**config.mk**
```make
export PLATFORM = sky130hd
export DESIGN_NAME = mc16_datapath
export DESIGN_NICKNAME = d
export VERILOG_FILES = /design/src/rtl/mc16_pkg.sv /design/src/rtl/mc16_regfile.sv /design/src/rtl/mc16_alu.sv /design/src/rtl/mc16_pc_ctl.sv /design/src/rtl/mc16_datapath.sv
export SDC_FILE = /design/constraint.sdc
export NUM_CORES = 1
export LEC_CHECK = 0
export ABC_CLOCK_PERIOD_IN_PS = 6850
export BUFFER_PORTS_ARGS = -buffer_cell sky130_fd_sc_hd__buf_2
export CORE_ASPECT_RATIO = 2
export CORE_MARGIN = 10
export CORE_UTILIZATION = 35
export DETAILED_ROUTE_END_ITERATION = 16
export HOLD_SLACK_MARGIN = 0.15
export PLACE_DENSITY = 0.46
export SLEW_MARGIN = 20
export SYNTH_ARGS = -nofsm -noshare
export SYNTH_HDL_FRONTEND = slang
export SYNTH_HIERARCHICAL = 1
export SYNTH_SLANG_ARGS = --single-unit
```
**constraint.sdc**
```tcl
create_clock -name clk -period 6.85 [get_ports clk]
set_input_delay 2.055 -clock clk [delete_from_list [all_inputs] [get_ports clk]]
set_output_delay 2.055 -clock clk [all_outputs]
set_load 0.02 [all_outputs]
```
**src/rtl/mc16_pkg.sv**
```systemverilog
`timescale 1ns/1ps
// Shared select encodings for the multicycle datapath.
// Assumes every control select is driven by an external sequencer.
package mc16_pkg;

    typedef enum logic [2:0] {
        FN_ADD = 3'd0,
        FN_SUB = 3'd1,
        FN_AND = 3'd2,
        FN_OR  = 3'd3,
        FN_XOR = 3'd4,
        FN_SLT = 3'd5
    } alu_fn_e;

    typedef enum logic [1:0] {
        OPB_B   = 2'd0,
        OPB_MDR = 2'd1,
        OPB_ONE = 2'd2,
        OPB_C   = 2'd3
    } opb_sel_e;

    typedef enum logic [1:0] {
        RFD_C   = 2'd0,
        RFD_MDR = 2'd1,
        RFD_PC  = 2'd2
    } rfd_sel_e;

    typedef enum logic [1:0] {
        ADR_PC = 2'd0,
        ADR_C  = 2'd1,
        ADR_A  = 2'd2
    } adr_sel_e;

    typedef enum logic [1:0] {
        ZM_ALWAYS = 2'd0,
        ZM_IF_SET = 2'd1,
        ZM_IF_CLR = 2'd2,
        ZM_NEVER  = 2'd3
    } zmode_e;

endpackage

```
**src/rtl/mc16_regfile.sv**
```systemverilog
`timescale 1ns/1ps
// Register file: NREG words of DW bits, two combinational read ports,
// one write port on the rising edge. Entry 0 reads as zero and is never
// written. Assumes synchronous active-low reset clears every entry.
module mc16_regfile #(
    parameter int DW   = 16,
    parameter int NREG = 32,
    localparam int RAW = $clog2(NREG)
) (
    input  logic           clk,
    input  logic           rst_n,
    input  logic           we,
    input  logic [RAW-1:0] waddr,
    input  logic [DW-1:0]  wdata,
    input  logic [RAW-1:0] raddr1,
    output logic [DW-1:0]  rdata1,
    input  logic [RAW-1:0] raddr2,
    output logic [DW-1:0]  rdata2
);

    logic [DW-1:0] rows [NREG];

    // Clear on reset, otherwise store one word unless it targets entry 0.
    always_ff @(posedge clk) begin
        if (!rst_n) begin
            for (int i = 0; i < NREG; i++) rows[i] <= '0;
        end else if (we && (waddr != '0)) begin
            rows[waddr] <= wdata;
        end
    end

    // Read ports force zero for entry 0.
    assign rdata1 = (raddr1 == '0) ? '0 : rows[raddr1];
    assign rdata2 = (raddr2 == '0) ? '0 : rows[raddr2];

endmodule

```
**src/rtl/mc16_alu.sv**
```systemverilog
`timescale 1ns/1ps
// Combinational ALU with six functions and a zero detect.
// Assumes unused function codes should produce zero.
module mc16_alu
    import mc16_pkg::*;
#(
    parameter int DW = 16
) (
    input  logic [2:0]    fn,
    input  logic [DW-1:0] opa,
    input  logic [DW-1:0] opb,
    output logic [DW-1:0] res,
    output logic          zero
);

    // Select the function result.
    always_comb begin
        case (fn)
            FN_ADD:  res = opa + opb;
            FN_SUB:  res = opa - opb;
            FN_AND:  res = opa & opb;
            FN_OR:   res = opa | opb;
            FN_XOR:  res = opa ^ opb;
            FN_SLT:  res = {{(DW-1){1'b0}}, ($signed(opa) < $signed(opb))};
            default: res = '0;
        endcase
    end

    assign zero = (res == '0);

endmodule

```
**src/rtl/mc16_pc_ctl.sv**
```systemverilog
`timescale 1ns/1ps
// Decides whether PC loads this cycle from the write request, the
// two-bit condition code and the registered zero flag.
module mc16_pc_ctl
    import mc16_pkg::*;
(
    input  logic       pc_we,
    input  logic [1:0] zmode,
    input  logic       z,
    output logic       load
);

    // Gate the write request by the condition code.
    always_comb begin
        case (zmode)
            ZM_ALWAYS: load = pc_we;
            ZM_IF_SET: load = pc_we & z;
            ZM_IF_CLR: load = pc_we & ~z;
            default:   load = 1'b0;
        endcase
    end

endmodule

```
**src/rtl/mc16_datapath.sv**
```systemverilog
`timescale 1ns/1ps
// Multicycle datapath: register file, ALU, working registers and PC
// steered entirely by an external per-cycle control word. Assumes the
// sequencer never expects opcode decoding here; register fields are
// IR[2*RAW-1:RAW] (first) and IR[RAW-1:0] (second).
module mc16_datapath
    import mc16_pkg::*;
#(
    parameter int DW   = 16,
    parameter int NREG = 32
) (
    input  logic          clk,
    input  logic          rst_n,
    input  logic          ctl_a_we,
    input  logic          ctl_b_we,
    input  logic          ctl_c_we,
    input  logic          ctl_pc_we,
    input  logic          ctl_rf_we,
    input  logic          ctl_ir_we,
    input  logic          ctl_mdr_we,
    input  logic          ctl_rw,
    input  logic          ctl_opa_sel,
    input  logic [1:0]    ctl_opb_sel,
    input  logic [1:0]    ctl_rfd_sel,
    input  logic          ctl_pc_sel,
    input  logic [1:0]    ctl_addr_sel,
    input  logic          ctl_wd_sel,
    input  logic [1:0]    ctl_zmode,
    input  logic          ctl_use_r0,
    input  logic          ctl_wr_rt,
    input  logic [2:0]    ctl_alu_fn,
    input  logic [DW-1:0] mem_rdata,
    output logic [DW-1:0] mem_addr,
    output logic [DW-1:0] mem_wdata,
    output logic          mem_we
);

    localparam int RAW = $clog2(NREG);

    logic [DW-1:0]  pc_q, ir_q, a_q, b_q, c_q, mdr_q;
    logic           z_q;
    logic [RAW-1:0] f_rs, f_rt, rd1_addr, wr_addr;
    logic [DW-1:0]  rd1_data, rd2_data, opa, opb, alu_res, rf_wdata, pc_src;
    logic           alu_zero, pc_load;

    assign f_rs     = ir_q[2*RAW-1:RAW];
    assign f_rt     = ir_q[RAW-1:0];
    assign rd1_addr = ctl_use_r0 ? '0 : f_rs;
    assign wr_addr  = ctl_wr_rt ? f_rt : f_rs;

    mc16_regfile #(.DW(DW), .NREG(NREG)) u_rf (
        .clk    (clk),
        .rst_n  (rst_n),
        .we     (ctl_rf_we),
        .waddr  (wr_addr),
        .wdata  (rf_wdata),
        .raddr1 (rd1_addr),
        .rdata1 (rd1_data),
        .raddr2 (f_rt),
        .rdata2 (rd2_data)
    );

    // First ALU operand: A or PC.
    assign opa = ctl_opa_sel ? pc_q : a_q;

    // Second ALU operand: B, MDR, constant one or C.
    always_comb begin
        case (ctl_opb_sel)
            OPB_B:   opb = b_q;
            OPB_MDR: opb = mdr_q;
            OPB_ONE: opb = {{(DW-1){1'b0}}, 1'b1};
            default: opb = c_q;
        endcase
    end

    // Register file write data: C, MDR or PC.
    always_comb begin
        case (ctl_rfd_sel)
            RFD_MDR: rf_wdata = mdr_q;
            RFD_PC:  rf_wdata = pc_q;
            default: rf_wdata = c_q;
        endcase
    end

    // Memory address source: PC, C or A.
    always_comb begin
        case (ctl_addr_sel)
            ADR_C:   mem_addr = c_q;
            ADR_A:   mem_addr = a_q;
            default: mem_addr = pc_q;
        endcase
    end

    assign mem_wdata = ctl_wd_sel ? mdr_q : b_q;
    assign mem_we    = ctl_rw;
    assign pc_src    = ctl_pc_sel ? a_q : c_q;

    mc16_alu #(.DW(DW)) u_alu (
        .fn   (ctl_alu_fn),
        .opa  (opa),
        .opb  (opb),
        .res  (alu_res),
        .zero (alu_zero)
    );

    mc16_pc_ctl u_pcc (
        .pc_we (ctl_pc_we),
        .zmode (ctl_zmode),
        .z     (z_q),
        .load  (pc_load)
    );

    // Operand registers A and B from the two read ports.
    always_ff @(posedge clk) begin
        if (!rst_n) begin
            a_q <= '0;
            b_q <= '0;
        end else begin
            if (ctl_a_we) a_q <= rd1_data;
            if (ctl_b_we) b_q <= rd2_data;
        end
    end

    // Result register C from the ALU.
    always_ff @(posedge clk) begin
        if (!rst_n)        c_q <= '0;
        else if (ctl_c_we) c_q <= alu_res;
    end

    // Zero flag samples the ALU every cycle, no enable.
    always_ff @(posedge clk) begin
        if (!rst_n) z_q <= 1'b0;
        else        z_q <= alu_zero;
    end

    // Instruction and memory data registers from the read bus.
    always_ff @(posedge clk) begin
        if (!rst_n) begin
            ir_q  <= '0;
            mdr_q <= '0;
        end else begin
            if (ctl_ir_we)  ir_q  <= mem_rdata;
            if (ctl_mdr_we) mdr_q <= mem_rdata;
        end
    end

    // Program counter, loaded under the condition gate.
    always_ff @(posedge clk) begin
        if (!rst_n)       pc_q <= '0;
        else if (pc_load) pc_q <= pc_src;
    end

endmodule

```
==> out/summary.log, run 1 <==
[run_status] result of the run completed
[timing] hold_ws 0.5570 ns
[setup_path] reg-to-reg critical path startpoint mdr_q[0]$_SDFFE_PN0P_
[layout] sequential cell area 17210 µm²
[placement] total cell area at the placement stage 37550 µm²
[drt] DRC marker count from the first detailed-route iteration 1866
[job] max-cap violations 0
[grt] vias in the first global route 25170
[clock_tree] count of clock tree sinks 603
[synthesis] netlist area before placement 35440 µm²
[synthesis] Synth Register Bits 603
[power_and_ir_drop] ratio of total power to cell area 228.2 nW/µm²
[clock_tree] clock insertion delay at the later pin of the skew report 0.68 ns
[synthesis] Yosys Warn Count 6
[placement] pre-CTS WS 0.1992 ns
[floorplanning] chip height 470.0 µm
[timing] setup violators final 0
[timing] setup clock skew after layout 0.04061 ns
[timing] number of hold violations in the final report 0
[floorplanning] Starting Density 35.18%
[setup_path] critical path peak fanout 4
[layout] final core utilization 39.08%
[grt] antenna violations before repair 13
[floorplanning] FP Rows 165
[setup_path] reg2reg end z_q$_SDFF_PN0_
[timing] RSZ-0062 raised after global routing false
[layout] filler cell count 9704
[drt] wire length after detailed routing 147.3 mm
[layout] area taken by multi-input logic gates 17060 µm²
[setup_path] number of cells on the worst reg-to-reg path 15
[placement] buffers added on ports 72
[clock_tree] maximum buffer depth of the clock tree 3
[clock_tree] clock tree from TritonCTS built
[layout] synth-to-layout area growth 11.09%
[timing] slew at the pin closest to its max-slew limit 1.191 ns
[power_and_ir_drop] maximum ir drop on the vdd rail 0.1828 mV
[synthesis] number of distinct library cell variants in the gate-level netlist after synthesis 86
[timing] final-layout setup total negative slack 0 ns
[timing] remaining max-slew budget at the tightest pin 19.93%
[synthesis] cell types occupying the most area after synthesis sky130_fd_sc_hd__edfxtp_1, sky130_fd_sc_hd__mux4_2, sky130_fd_sc_hd__and2_1
[setup_path] data required time of the worst path 7.47 ns
[setup_path] Crit path arrival time 6.61 ns
[drt] drt pass-1 iters 5
[layout] number of nets at the end of the flow 2921
[setup_path] setup slack of the worst register-to-register path 1.96 ns
[floorplanning] area of the die 115200 µm²
[clock_tree] cts-stage hold buffer count 0
[floorplanning] width of the chip 245.0 µm
[clock_tree] CTS clk-pin slew, worst paths 0.07 ns
[placement] estimated wirelength of the detail-placed design 105.9 mm
[drt] Residual DRC 0
[floorplanning] Std-Cell Core Area 100700 µm²
[grt] pin count of the biggest net entering global routing 96
[floorplanning] number of I/O pins 75
[grt] total global routing overflow 0
[synthesis] Seq/Total Area, Yosys 48.52%
[timing] achievable clock frequency 166.9 MHz
[drt] detail-routed net length per standard cell 35.02 µm
[drt] via count normalized by instance count 5.814
[setup_path] critical path capture point type flop
[placement] placer congestion estimate 0.9595
[grt] wire length of the first global-routing pass 201.7 mm
[power_and_ir_drop] leakage component of the power 13.70 nW
[timing] final-report max-slew violation count 0
[timing] fin crit share 87.47%
[synthesis] Synth Area per Inst 12.64 µm²
[clock_tree] number of buffers inserted to repair setup after CTS 0
[synthesis] number of enable-type register cells in the synthesized netlist 512
[timing] fin crit period 5.991 ns
[layout] final standard cell area without fillers 39370 µm²
[synthesis] top-area cell type share of the netlist area 43.38%
[drt] total via count in the routed design 24450
[clock_tree] TritonCTS Buffers 57
[timing] final worst slack 0.8585 ns
[setup_path] Critical path origin ctl_opb_sel[0]
[synthesis] leading area contributor after synthesis sky130_fd_sc_hd__edfxtp_1
[synthesis] synthesized instance count 2803
[clock_tree] number of gates given a new drive strength after cts 0
[setup_path] crit start category primary input
[setup_path] Crit Path Class primary input to flop
[setup_path] CP endpoint z_q$_SDFF_PN0_
[layout] fraction of final layout cells with drive strength greater than 1 22.51%
[drt] Final ANT Viol Nets 0
[worst_hold_path] path class of the lowest-slack min-delay path flop to flop
[synthesis] flip-flop cell with the highest count after synthesis sky130_fd_sc_hd__edfxtp_1
[grt] total global-route track usage 25.11%
[clock_tree] CTS H-tree depth 2
[clock_tree] cell at the root of the clock tree sky130_fd_sc_hd__clkbuf_16
[synthesis] proportion of synthesized flip-flops having asynchronous set or reset 0%
-- power breakdown --
part	switching (mW)	internal [mW]	total [mW]	leakage, nW
logic	0.963	0.527	1.49	6.82
registers	0.138	4.12	4.26	6.02
clock network	1.51	1.73	3.23	0.855
-- cells by family after synthesis --
logic type,Yosys count,share of synthesized area [%]
compound gates,449,8.868
xor+xnor,1,0.02472
flops,603,48.52
other cells,1,0.01058
fa+ha+maj,59,2.125
simple gates,878,14.60
mux,496,21.44
buf+inv,316,4.406
-- Yosys cell counts (all sizes together), types with 3 or more instances --
| cell | instances |
|---|---|
| or3b | 4 |
| mux2i | 238 |
| nand3b | 7 |
| and2 | 508 |
| nor3 | 35 |
| a22oi | 63 |
| o41a | 3 |
| o221ai | 15 |
| clkbuf | 157 |
| or2 | 3 |
| a2111oi | 20 |
| o22ai | 26 |
| o2111ai | 4 |
| o2bb2ai | 17 |
| o21bai | 6 |
| a22o | 29 |
| o311ai | 5 |
| o21a | 4 |
| a211oi | 30 |
| o211ai | 12 |
| nor2 | 77 |
| edfxtp | 512 |
| dfxtp | 91 |
| mux2 | 54 |
| nor2b | 110 |
| a221oi | 3 |
| nor4 | 14 |
| ha | 57 |
| a2111o | 3 |
| o21ai | 110 |
| or3 | 8 |
| mux4 | 204 |
| o31ai | 4 |
| inv | 57 |
| o41ai | 3 |
| o32ai | 5 |
| a21oi | 70 |
| nor4b | 5 |
| or4 | 3 |
| buf | 102 |
| and3 | 3 |
| nand3 | 16 |
| nand2b | 11 |
| nand2 | 65 |
-- state kept, by name, summed over array words and instances (netlist names) --
register / cells
c_q: 16
mdr_q: 16
pc_q: 16
b_q: 16
a_q: 16
ir_q: 10
u_rf/rows: 512
z_q: 1
-- layout make-up --
type / instances / share of cell area (%)
flip-flops and latches: 603 / 43.70
multi-input cells: 1899 / 43.33
well taps: 1336 / 4.246
clock buffers: 70 / 3.747
repair buffers: 202 / 3.559
clock inverters: 35 / 0.8485
inverters: 57 / 0.5434
diodes: 4 / 0.02542
-- metrics by stage --
step | cells | total power [mW]
4_1_cts | 4202 | 9.059
6_report | 4206 | 8.983
2_1_floorplan | 2818 | 5.155
3_5_place_dp | 4097 | 5.829
3_3_place_gp | 4097 | 5.815
5_1_grt | 4203 | 9.254
-- worst min-delay path by stage --
stage / from / to / slack [ns] / depth (start not counted)
floorplan: ir_q[5]$_SDFFE_PN0P_ / ir_q[5]$_SDFFE_PN0P_ / 0.49 / 2
global placement: b_q[12]$_SDFFE_PN0P_ / b_q[12]$_SDFFE_PN0P_ / 0.54 / 2
detailed placement: mdr_q[6]$_SDFFE_PN0P_ / mdr_q[6]$_SDFFE_PN0P_ / 0.55 / 2
CTS: mdr_q[6]$_SDFFE_PN0P_ / mdr_q[6]$_SDFFE_PN0P_ / 0.56 / 2
global route: mdr_q[6]$_SDFFE_PN0P_ / mdr_q[6]$_SDFFE_PN0P_ / 0.57 / 2
finish: a_q[5]$_SDFFE_PN0P_ / a_q[5]$_SDFFE_PN0P_ / 0.56 / 2
-- cells in the final DEF, fill, tap and decap left out, drive strengths merged, types with 6 or more instances in the layout --
master	Yosys	layout
nand3b	7	7
nand2	65	65
a211oi	30	30
o221ai	15	15
nand3	16	16
o21bai	6	6
nor3	35	35
and2	508	508
mux2	54	54
edfxtp	512	512
buf	102	202
mux4	204	204
inv	57	60
ha	57	57
conb	1	16
a2111oi	20	20
mux2i	238	238
o211ai	12	12
dfxtp	91	91
a21oi	70	70
o21ai	110	110
nor2	77	77
clkinv	0	18
or3	8	8
nand2b	11	11
clkbuf	157	70
clkinvlp	0	9
o22ai	26	26
nor4	14	14
nor2b	110	110
a22o	29	29
o2bb2ai	17	17
a22oi	63	63
-- per-layer routing --
layer | GRT usage [%] | wire length (µm) | vias to the layer above | share of wire, %
met4 | 23.85 | 16700 | 0 | 11
met1 | 23.85 | 46300 | 12410 | 31
met2 | 46.27 | 78170 | 1057 | 53
li1 | - | - | 10620 | -
met3 | 2.273 | 6112 | 372 | 4.1
met5 | 0 | 0 | - | 0
-- critical path, stage by stage --
cell	delay, ns
sky130_fd_sc_hd__buf_2	0.13
sky130_fd_sc_hd__mux2_2	0.22
sky130_fd_sc_hd__a2bb2oi_1	0.27
sky130_fd_sc_hd__ha_1	0.25
sky130_fd_sc_hd__inv_1	0.08
sky130_fd_sc_hd__fa_1	0.42
sky130_fd_sc_hd__nand2b_2	0.23
sky130_fd_sc_hd__a211oi_4	0.35
sky130_fd_sc_hd__o21ai_1	0.15
sky130_fd_sc_hd__a211o_1	0.30
sky130_fd_sc_hd__o2bb2ai_1	0.15
sky130_fd_sc_hd__or4_1	0.47
sky130_fd_sc_hd__or4_1	0.60
sky130_fd_sc_hd__or4b_4	0.57
sky130_fd_sc_hd__nor4b_4	0.21
sky130_fd_sc_hd__and2_1	0.14
Power figures use the tool's default switching activity.
==> run 2: changes to the inputs <==
- CORE_MARGIN: 10 -> not set
- PLACE_DENSITY: 0.46 -> 0.48
- TNS_END_PERCENT: not set -> 100
==> out/summary.log, run 2 (synthesis gave the netlist of run 1 again) <==
[setup_path] Crit Path Class primary input to flop
[clock_tree] TritonCTS Buffers 56
[grt] total global routing overflow 0
[setup_path] critical path peak fanout 7
[setup_path] kind of cell adding the most delay to the critical path simple AND/OR/NAND/NOR gates
[placement] pre-CTS WS 0.1208 ns
[placement] buffers added on ports 72
[clock_tree] number of buffers inserted to repair setup after CTS 0
[setup_path] largest stage delay on the critical path 0.76 ns
[floorplanning] number of I/O pins 75
[timing] final-report max-slew violation count 0
[layout] commonest non-fill, non-tap cells in the layout sky130_fd_sc_hd__edfxtp_1, sky130_fd_sc_hd__and2_1, sky130_fd_sc_hd__mux2i_1
[layout] count of placed standard cells in the final layout, fillers left out 4210
[grt] antenna violations before repair 16
[timing] fin crit period 6.290 ns
[clock_tree] CTS clk-pin slew, worst paths 0.07 ns
[clock_tree] CTS H-tree depth 2
[floorplanning] width of the chip 227.0 µm
[setup_path] Crit path arrival time 6.90 ns
[placement] number of instances in the placed design 4093
[clock_tree] clock tree from TritonCTS built
[setup_path] critical path capture point type flop
[floorplanning] area of the die 102600 µm²
[timing] RSZ-0062 raised after global routing false
[drt] total via count in the routed design 24570
[layout] most common library cell in the layout ignoring fill and taps sky130_fd_sc_hd__edfxtp_1
[timing] slew at the pin closest to its max-slew limit 1.142 ns
[drt] DRC marker count from the first detailed-route iteration 1764
[clock_tree] cell at the root of the clock tree sky130_fd_sc_hd__clkbuf_16
[floorplanning] FP Rows 164
[timing] achievable clock frequency 159.0 MHz
[placement] estimated wirelength of the detail-placed design 104.4 mm
[timing] setup clock skew after layout 0.02771 ns
[drt] Final ANT Viol Nets 0
[layout] synth-to-layout area growth 11.66%
[timing] number of hold violations in the final report 0
[timing] remaining max-slew budget at the tightest pin 23.80%
[layout] register with the most flip-flops u_rf/rows
[run_status] result of the run completed
[timing] final worst slack 0.5598 ns
[placement] placer congestion estimate 0.9324
[drt] Residual DRC 0
[grt] wire length of the first global-routing pass 201.2 mm
[drt] via count normalized by instance count 5.835
[setup_path] cell type of the slowest stage on the worst timing path sky130_fd_sc_hd__or4_1
[floorplanning] chip height 452.0 µm
[timing] final-layout setup total negative slack 0 ns
[clock_tree] number of gates given a new drive strength after cts 0
[layout] number of flip-flops under the largest register name 512
[job] max-cap violations 0
[clock_tree] count of clock tree sinks 603
[timing] setup violators final 0
[grt] pin count of the biggest net entering global routing 102
[clock_tree] cts-stage hold buffer count 0
[power_and_ir_drop] maximum ir drop on the vdd rail 0.1709 mV
[grt] vias in the first global route 25800
[drt] detail-routed net length per standard cell 34.67 µm
[grt] total global-route track usage 28.68%
[layout] fraction of final layout cells with drive strength greater than 1 22.75%
[setup_path] cells traversed along the worst timing path buf_2 -> and2_4 -> buf_4 -> o2bb2ai_1 -> inv_1 -> ha_1 -> nor2_1 -> nand3_1 -> a21oi_1 -> buf_4 -> o2111ai_1 -> and4b_1 -> or4_1 -> or4b_4 -> nor4b_4 -> and2_1
[setup_path] most used cell along the critical path sky130_fd_sc_hd__buf_4
[setup_path] crit start category primary input
[clock_tree] maximum buffer depth of the clock tree 3
[layout] number of nets at the end of the flow 2924
[setup_path] data required time of the worst path 7.46 ns
[timing] fin crit share 91.83%
[power_and_ir_drop] leakage component of the power 13.82 nW
[drt] wire length after detailed routing 146.0 mm
[worst_hold_path] path class of the lowest-slack min-delay path flop to flop
[clock_tree] clock insertion delay at the later pin of the skew report 0.67 ns
[floorplanning] Std-Cell Core Area 100100 µm²
[floorplanning] Starting Density 35.39%
[power_and_ir_drop] ratio of total power to cell area 233.4 nW/µm²
[setup_path] CP bufs+invs 4
[drt] drt pass-1 iters 6
[run 2: worst reg2reg max path, cell delays in order (launching register included)]
cell and delay (ns):
sky130_fd_sc_hd__dfxtp_1 0.71, sky130_fd_sc_hd__inv_1 0.15, sky130_fd_sc_hd__a2bb2oi_1 0.29, sky130_fd_sc_hd__ha_1 0.24, sky130_fd_sc_hd__inv_1 0.08, sky130_fd_sc_hd__fa_1 0.43
sky130_fd_sc_hd__nand2b_2 0.24, sky130_fd_sc_hd__a211oi_4 0.36, sky130_fd_sc_hd__o21ai_1 0.16, sky130_fd_sc_hd__a211o_1 0.31, sky130_fd_sc_hd__o2bb2ai_1 0.14, sky130_fd_sc_hd__or4_1 0.46
sky130_fd_sc_hd__or4_1 0.69, sky130_fd_sc_hd__or4b_4 0.60, sky130_fd_sc_hd__nor4b_4 0.21, sky130_fd_sc_hd__and2_1 0.15
[run 2: area by class of cell]
type | count | area, µm²
Fill cell | 9625 | 60560
Clock inverter | 41 | 530.5
Sequential cell | 603 | 17210
Antenna cell | 12 | 30.03
Multi-Input combinational cell | 1899 | 17080
Inverter | 57 | 214.0
Tap cell | 1328 | 1662
Clock buffer | 64 | 1431
Timing Repair Buffer | 206 | 1419
[run 2: path summary, 6_finish.rpt]
check / from / to / slack (ns) / depth (start not counted)
setup / recovery: ctl_opb_sel[0] / z_q$_SDFF_PN0_ / 0.56 / 16
hold / removal: b_q[11]$_SDFFE_PN0P_ / b_q[11]$_SDFFE_PN0P_ / 0.55 / 2
setup reg to reg: c_q[0]$_SDFFE_PN0P_ / z_q$_SDFF_PN0_ / 1.58 / 15
hold reg to reg: b_q[11]$_SDFFE_PN0P_ / b_q[11]$_SDFFE_PN0P_ / 0.55 / 2
[run 2: per-stage QoR]
stage | util, % | cell area [µm²] | hold slack (ns) | total power [mW]
3_3_place_gp | 37.52 | 37570 | 0.5298 | 5.811
3_5_place_dp | 37.53 | 37580 | 0.5444 | 5.829
4_1_cts | 39.49 | 39540 | 0.5555 | 9.287
2_1_floorplan | - | 35500 | 0.4933 | 5.155
6_report | 39.52 | 39570 | 0.5535 | 9.236
5_1_grt | 39.51 | 39560 | 0.5786 | 9.473
[run 2: where the power goes]
part           switching [mW]  total (mW)  internal [mW]  leakage [nW]
combinational           0.978        1.51          0.531          6.84
clock                    1.51        3.47           1.96         0.955
sequential              0.136        4.26           4.12          6.02
[run 2: metal layers]
metal	global-route usage, %	share of wire (%)	wire (µm)	vias up
met5	0	0.016	23	-
met4	29.66	12	17320	4
met3	3.788	5.0	7239	413
met2	51.69	53	76730	970
met1	26.67	31	44650	12550
li1	-	-	-	10630
